**src/rtl/dirq_pkg.sv**
```systemverilog
// Package: bit layout of the DMA interrupt cause/enable word.
// Assumes a 32-bit word. Per-channel fields start at bit 0 (status) and
// bit 16 (enable), so the channel count must not exceed 13.
package dirq_pkg;
    localparam int WORD_W      = 32;
    localparam int MAX_CH      = 13;
    localparam int ST_STALL    = 13;
    localparam int ST_FEMPTY   = 14;
    localparam int ST_BUSERR   = 15;
    localparam int EN_CH_BASE  = 16;
    localparam int EN_STALL    = 29;
    localparam int EN_FEMPTY   = 30;

    // Mask of the bits that exist for a given channel count.
    function automatic logic [WORD_W-1:0] used_mask(input int nch);
        logic [WORD_W-1:0] m;
        m = '0;
        for (int i = 0; i < nch; i++) begin
            m[i]              = 1'b1;
            m[EN_CH_BASE + i] = 1'b1;
        end
        m[ST_STALL]  = 1'b1;
        m[ST_FEMPTY] = 1'b1;
        m[ST_BUSERR] = 1'b1;
        m[EN_STALL]  = 1'b1;
        m[EN_FEMPTY] = 1'b1;
        return m;
    endfunction
endpackage

```
**src/rtl/dirq_sticky.sv**
```systemverilog
// Module: bank of sticky status flags.
// Each flag is set by its event input and cleared by its clear input.
// When both arrive in the same cycle the event wins.
// Assumes single-cycle event pulses and a synchronous active-low reset.
module dirq_sticky #(
    parameter int W = 13
) (
    input  logic         clk,
    input  logic         rst_n,
    input  logic [W-1:0] set_i,
    input  logic [W-1:0] clr_i,
    output logic [W-1:0] q
);
    for (genvar i = 0; i < W; i++) begin : g_flag
        // Hold, clear on request, and let an event override a clear.
        always_ff @(posedge clk) begin
            if (!rst_n)
                q[i] <= 1'b0;
            else if (set_i[i])
                q[i] <= 1'b1;
            else if (clr_i[i])
                q[i] <= 1'b0;
        end
    end
endmodule

```
**src/rtl/dirq_toggle.sv**
```systemverilog
// Module: bank of enable flags that invert when their flip input is 1.
// Assumes flip_i is already gated by the write strobe.
module dirq_toggle #(
    parameter int W = 12
) (
    input  logic         clk,
    input  logic         rst_n,
    input  logic [W-1:0] flip_i,
    output logic [W-1:0] q
);
    for (genvar i = 0; i < W; i++) begin : g_en
        // Invert the enable on a 1 in the flip vector, otherwise hold it.
        always_ff @(posedge clk) begin
            if (!rst_n)
                q[i] <= 1'b0;
            else if (flip_i[i])
                q[i] <= ~q[i];
        end
    end
endmodule

```
**src/rtl/dirq_reduce.sv**
```systemverilog
// Module: combines status and enable flags into the interrupt level.
// Bus-error status has no enable and always reaches the output.
module dirq_reduce #(
    parameter int NCH = 10
) (
    input  logic [NCH-1:0] ch_st,
    input  logic [NCH-1:0] ch_en,
    input  logic           stall_st,
    input  logic           stall_en,
    input  logic           fe_st,
    input  logic           fe_en,
    input  logic           berr_st,
    output logic           irq
);
    logic ch_hit;

    // Any channel with both its status and its enable set.
    always_comb ch_hit = |(ch_st & ch_en);

    // OR of every cause that is allowed through.
    always_comb irq = ch_hit | (stall_st & stall_en) | (fe_st & fe_en) | berr_st;
endmodule

```
**src/rtl/dma_irq_ctrl.sv**
```systemverilog
// Module: DMA interrupt cause/enable word and interrupt request.
// The status flags (channels, stall, FIFO empty, bus error) are cleared by
// writing 1. The enable flags (channels, stall, FIFO empty) invert when
// written with 1. Bits that do not exist read 0.
// Assumes NCH <= 13 and single-cycle event pulses. rd_data is combinational
// from the registers.
module dma_irq_ctrl
    import dirq_pkg::*;
#(
    parameter int NCH = 10
) (
    input  logic              clk,
    input  logic              rst_n,
    input  logic              wr_en,
    input  logic [WORD_W-1:0] wr_data,
    output logic [WORD_W-1:0] rd_data,
    input  logic [NCH-1:0]    ch_done,
    input  logic              stall_evt,
    input  logic              fifo_empty_evt,
    input  logic              bus_err_evt,
    output logic              irq
);
    localparam int ST_W = NCH + 3;
    localparam int EN_W = NCH + 2;
    localparam logic [WORD_W-1:0] USED = used_mask(NCH);

    logic [ST_W-1:0] st_set, st_clr, st_q;
    logic [EN_W-1:0] en_flip, en_q;
    logic            unused_wr_bits;

    // Event vector, ordered channels, stall, FIFO empty, bus error.
    always_comb st_set = {bus_err_evt, fifo_empty_evt, stall_evt, ch_done};

    // Clear vector taken from the write data at the status positions.
    always_comb st_clr = wr_en ? {wr_data[ST_BUSERR], wr_data[ST_FEMPTY],
                                  wr_data[ST_STALL], wr_data[NCH-1:0]} : '0;

    // Flip vector taken from the write data at the enable positions.
    always_comb en_flip = wr_en ? {wr_data[EN_FEMPTY], wr_data[EN_STALL],
                                   wr_data[EN_CH_BASE +: NCH]} : '0;

    // Write-data bits that map to no register.
    always_comb unused_wr_bits = &{1'b0, wr_data & ~USED};

    dirq_sticky #(.W(ST_W)) u_status (
        .clk   (clk),
        .rst_n (rst_n),
        .set_i (st_set),
        .clr_i (st_clr),
        .q     (st_q)
    );

    dirq_toggle #(.W(EN_W)) u_enable (
        .clk    (clk),
        .rst_n  (rst_n),
        .flip_i (en_flip),
        .q      (en_q)
    );

    dirq_reduce #(.NCH(NCH)) u_reduce (
        .ch_st    (st_q[NCH-1:0]),
        .ch_en    (en_q[NCH-1:0]),
        .stall_st (st_q[NCH]),
        .stall_en (en_q[NCH]),
        .fe_st    (st_q[NCH+1]),
        .fe_en    (en_q[NCH+1]),
        .berr_st  (st_q[NCH+2]),
        .irq      (irq)
    );

    // Build the read word; positions that map to no flag stay 0.
    always_comb begin
        rd_data                       = '0;
        rd_data[NCH-1:0]              = st_q[NCH-1:0];
        rd_data[ST_STALL]             = st_q[NCH];
        rd_data[ST_FEMPTY]            = st_q[NCH+1];
        rd_data[ST_BUSERR]            = st_q[NCH+2];
        rd_data[EN_CH_BASE +: NCH]    = en_q[NCH-1:0];
        rd_data[EN_STALL]             = en_q[NCH];
        rd_data[EN_FEMPTY]            = en_q[NCH+1];
    end
endmodule

```
**config.mk**
```make
export PLATFORM = sky130hd
export DESIGN_NAME = dma_irq_ctrl
export DESIGN_NICKNAME = d
export VERILOG_FILES = /design/src/rtl/dirq_pkg.sv /design/src/rtl/dirq_sticky.sv /design/src/rtl/dirq_toggle.sv /design/src/rtl/dirq_reduce.sv /design/src/rtl/dma_irq_ctrl.sv
export SDC_FILE = /design/constraint.sdc
export NUM_CORES = 1
export LEC_CHECK = 0
export CAP_MARGIN = 40
export CORE_MARGIN = 1
export CORE_UTILIZATION = 31
export CTS_CLUSTER_DIAMETER = 30
export DETAILED_ROUTE_END_ITERATION = 8
export PLACE_DENSITY = 0.87
export SYNTH_ARGS = -nofsm -noshare
export SYNTH_HDL_FRONTEND = slang
export SYNTH_SLANG_ARGS = --single-unit
export TNS_END_PERCENT = 100
```
**constraint.sdc**
```tcl
create_clock -name clk -period 1.1 [get_ports clk]
set_clock_uncertainty 0.05 [all_clocks]
set_input_delay 0.22 -clock clk [delete_from_list [all_inputs] [get_ports clk]]
set_output_delay 0.22 -clock clk [all_outputs]
set_load 0.05 [all_outputs]
```
Word level (Yosys, flattened, before mapping) --
Cells that the tools add are included.
Storage, ports and cells: bits in registers 25, output and inout bits 33, logic and storage cells 85
Operators by class: muxes and demuxes 28, bitwise operators 18, reductions and logical operators 14
Operator list (count):
- two-way mux 1 bit | 26
- nonzero test 2 bit | 13
- two-way mux 13 bit | 1
- two-way mux 12 bit | 1
- NOT 1 bit | 12
- bitwise AND 10 bit | 1
- OR reduction 10 bit | 1
- bitwise OR 1 bit | 3
- bitwise AND 1 bit | 2

Longest topological paths before layout --
word-level depth 5, depth in mapped cells 5, depth with buffers taken out 3

By module --
Synthesis repeated with hierarchy kept, for this count alone.
Unflattened totals: cell total of the unflattened synthesis 120, area total of the unflattened synthesis 1194.9 µm²
By module, submodules not included:
- dirq_sticky | instances 1, cells an instance 40, area an instance 450.4 µm², sequential area each 260.2 µm²
- dirq_toggle | instances 1, cells an instance 37, area an instance 427.9 µm², sequential area each 240.2 µm²
- dma_irq_ctrl | instances 1, cells an instance 35, area an instance 259.0 µm², sequential area each 0.0 µm²
- dirq_reduce | instances 1, cells an instance 8, area an instance 57.6 µm², sequential area each 0.0 µm²

Worst setup path after synthesis --
Ideal clock, no wire load.
kind flip-flop to output port, start register u_enable.q[2], end output port irq, arrival 1.501 ns, required time 0.830 ns, setup slack -0.671 ns, cell stages (with the launch flop) 4, buffers on the path 0, path through dfxtp_1 > a222oi_1 > and3_1 > nand4_1
On the way: longest elaborated chain between the ends 5
RTL lines:
- start: declaration | RTL line dirq_toggle.sv:9 | output logic [W-1:0] q
- start signal: indexed assignment | RTL line dirq_toggle.sv:17 | q[i] <= ~q[i];
- bitwise AND 10 bit | RTL line dirq_reduce.sv:18 | always_comb ch_hit = |(ch_st & ch_en);
- OR reduction 10 bit | RTL line dirq_reduce.sv:18
- bitwise OR 1 bit (3 in series) | RTL line dirq_reduce.sv:21 | always_comb irq = ch_hit | (stall_st & stall_en) | (fe_st & fe_en) | berr_st;
- end: declaration | RTL line dma_irq_ctrl.sv:21 | output logic irq
Every way passes these cells.

Worst setup path in the final report --
Same ends and word-level chain as after synthesis.

==> flow_summary.yaml <==
die:
  initial_core_util_pct: 32.93
  rows: 21
  die_h_microns: 62
  dieArea_sq_um: 3844
  io_pins: 81
  fp.coreArea_sq_um: 3390
  die_x_microns: 62
yosys:
  ys_warn_count: 0
  yosys-top-cells-count: "dfxtp_1 (25), nand2_1 (24), a21oi_1 (14)"
  seq_area_frac_synth_pct: 44.84
  yosysMostFrequentCell: "dfxtp_1"
  yosysTopAreaCell: "dfxtp_1"
  syn_avg_cell_area_sq_um: 8.858
  ys_ff_latch: 25
  synth_area_sq_um: 1116
  synthDistinctLibCells: 15
  syn-instance-count: 126
  yosysTopAreaCellShare_pct: 44.84
  synth_area_leaders: "dfxtp_1 (45%), xnor2_1 (9.4%), buf_4 (8.1%)"
  synthArstFlopShare_pct: 0
  synth_top_flop_cell: "dfxtp_1"
  synth_edf_count: 0
worst_setup_path:
  cp_data_required_time_ns: 0.83
  worst-path-max-fanout: 2
  cpMaxStageDelayCell: "dfxtp_4"
  cp-start-kind: "register"
  critPathCaptureType: "output port"
  crit_arrival_ns: 1.52
  max_stage_delay_ns: 0.36
  path_cells: "a222oi_1 > and3_1 > nand4_1 > buf_6"
  crit_family: "flip-flops"
  worst-path-buf-inv: 1
  critical_path_class: "register to output port"
detailed_routing:
  dr_total_vias: 1168
  firstDrtPassIters: 4
  drc: 0
  routed_wl_microns: 3320
  viasPerCell: 4.278
  avgRoutedWirePerCell_microns: 12.16
  drt_first_iter_violations: 16
  ant_nets: 0
placed_design:
  port_buffers: 66
  place.gp.congestion: 0.7136
  dp_hpwl_microns: 2416
  dpl_worst_slack_ns: -0.3524
sta:
  slew_viol_final: 0
  rsz0062_at_grt: "yes"
  setup_ws_ns: -0.6880
  period_share_pct: 162.5
  hold_ws_ns: 0.4163
  clock.fmax_mhz: 559.3
  finalSetupTns_ns: -3.133
  setup_viol: 26
  fin_crit_ns: 1.788
  hold_viol: 0
pwr:
  power.leakage_uw: 0.001070
  powerDensity_nw_per_um2: 1098
  peakVddDrop_v: 0.0007763
final_layout:
  drive_above_1_share_pct: 42.73
  num-nets-final: 276
  synthToLayoutAreaGrowth_pct: 122.3
  antennaDiodeCount: 0
clock_tree:
  path_clk_slew_ns: 0.13
  clock-sinks: 25
  clk_path_buf_depth: 2
  clk_latency_ns: 0.32
  cts_tree: "built"
  numCtsBuffers: 3
  cts_htree_levels: 1
  root_buffer: "clkbuf_4"
grt:
  antenna_found_initial: 0
  overflow: 0
  grt_pass1_wl_microns: 4871
  grt.total_usage_pct: 17.61
  grt_max_degree: 14
  grt_pass1_vias: 1102
worst_hold_path:
  min_path_type: "input port to register"
flow_run:
  maxCapViolations: 0
status:
  failed_checks: "setup timing"
  status: "finished with violations"
[power by group]
group | leakage [uW] | total [uW] | internal [uW] | switching (uW)
Combinational | 0.000839 | 1270 | 700 | 574
Clock | 0.0000150 | 409 | 142 | 267
Sequential | 0.000215 | 1040 | 991 | 50.4
Total | 0.00107 | 2720 | 1830 | 891
[metal layers]
metal	global-route usage [%]	share of wire (%)
met5	0	0
met2	34.19	56
met4	4.127	0.81
met1	18.84	38
met3	4.348	5.5
[kinds of logic (layout without fill, tap and decap cells)]
family          Yosys count  count (layout)  synth area share (%)
compound gates           19              19                 9.866
xor+xnor                 12              12                 9.417
buf+inv                  17             112                 11.77
flops                    25              25                 44.84
other cells               1               7                0.3360
simple gates             52              52                 23.77
[worst register-to-register path: stages (launching register included)]
cell     delay, ns
dfxtp_4       0.36
buf_4         0.13
buf_6         0.11
buf_4         0.12
xnor2_1       0.11
and2_1        0.12
[stage by stage]
| stage | power, uW | area, sq um | instances | util [%] |
|---|---|---|---|---|
| final | 2724 | 2481 | 273 | 73.20 |
| after global routing | 2852 | 2481 | 273 | 73.20 |
| after CTS | 2707 | 2421 | 265 | 71.43 |
| after detailed placement | 2195 | 2213 | 255 | 65.30 |
| after global placement | 2174 | 2213 | 255 | 65.30 |
| after floorplan | 1599 | 1156 | 132 | - |
[repair_timing]
| action | in CTS | in global routing |
|---|---|---|
| cloned | 1 | 0 |
| pin swaps | 3 | 1 |
| resized for setup | 41 | 9 |
| hold buffers | 0 | 0 |
| setup endpoints to repair | 27 | 27 |
| setup buffers | 7 | 17 |
[registers in the layout, summed over array words and instances (netlist names)]
| register | count |
|---|---|
| u_enable.q | 12 |
| u_status.q | 13 |
[cells in the final DEF, fill, tap and decap left out]
cell type,n
a21oi_1,14
a222oi_1,1
a22oi_1,4
and2_1,12
and3_1,1
buf_12,26
buf_4,16
buf_6,25
bufbuf_16,1
clkbuf_1,1
clkbuf_4,3
clkdlybuf4s50_1,39
conb_1,7
dfxtp_2,23
dfxtp_4,2
dlygate4sd2_1,1
nand2_1,24
nand2_2,1
nand4_1,1
nor2b_1,13
xnor2_1,12
[cell type report]
type	instances	area [sq um]
Timing Repair Buffer	108	1354
Fill cell	247	908.4
Sequential cell	25	536.8
Multi-Input combinational cell	90	506.7
Tap cell	46	57.56
Clock buffer	4	26.28
[final timing paths]
kind / start / end / slack (ns) / cells past startpoint
worst max-delay path: u_enable.q[2]$_SDFFE_PN0P_ / irq / -0.69 / 4
worst min-delay path: bus_err_evt / u_status.q[12]$_SDFFE_PN0P_ / 0.42 / 3
worst max register to register: u_enable.q[2]$_SDFFE_PN0P_ / u_enable.q[2]$_SDFFE_PN0P_ / 0.01 / 5
worst min register to register: u_status.q[12]$_SDFFE_PN0P_ / u_status.q[12]$_SDFFE_PN0P_ / 0.57 / 3
Note: power is estimated with default switching activity, not from simulation.
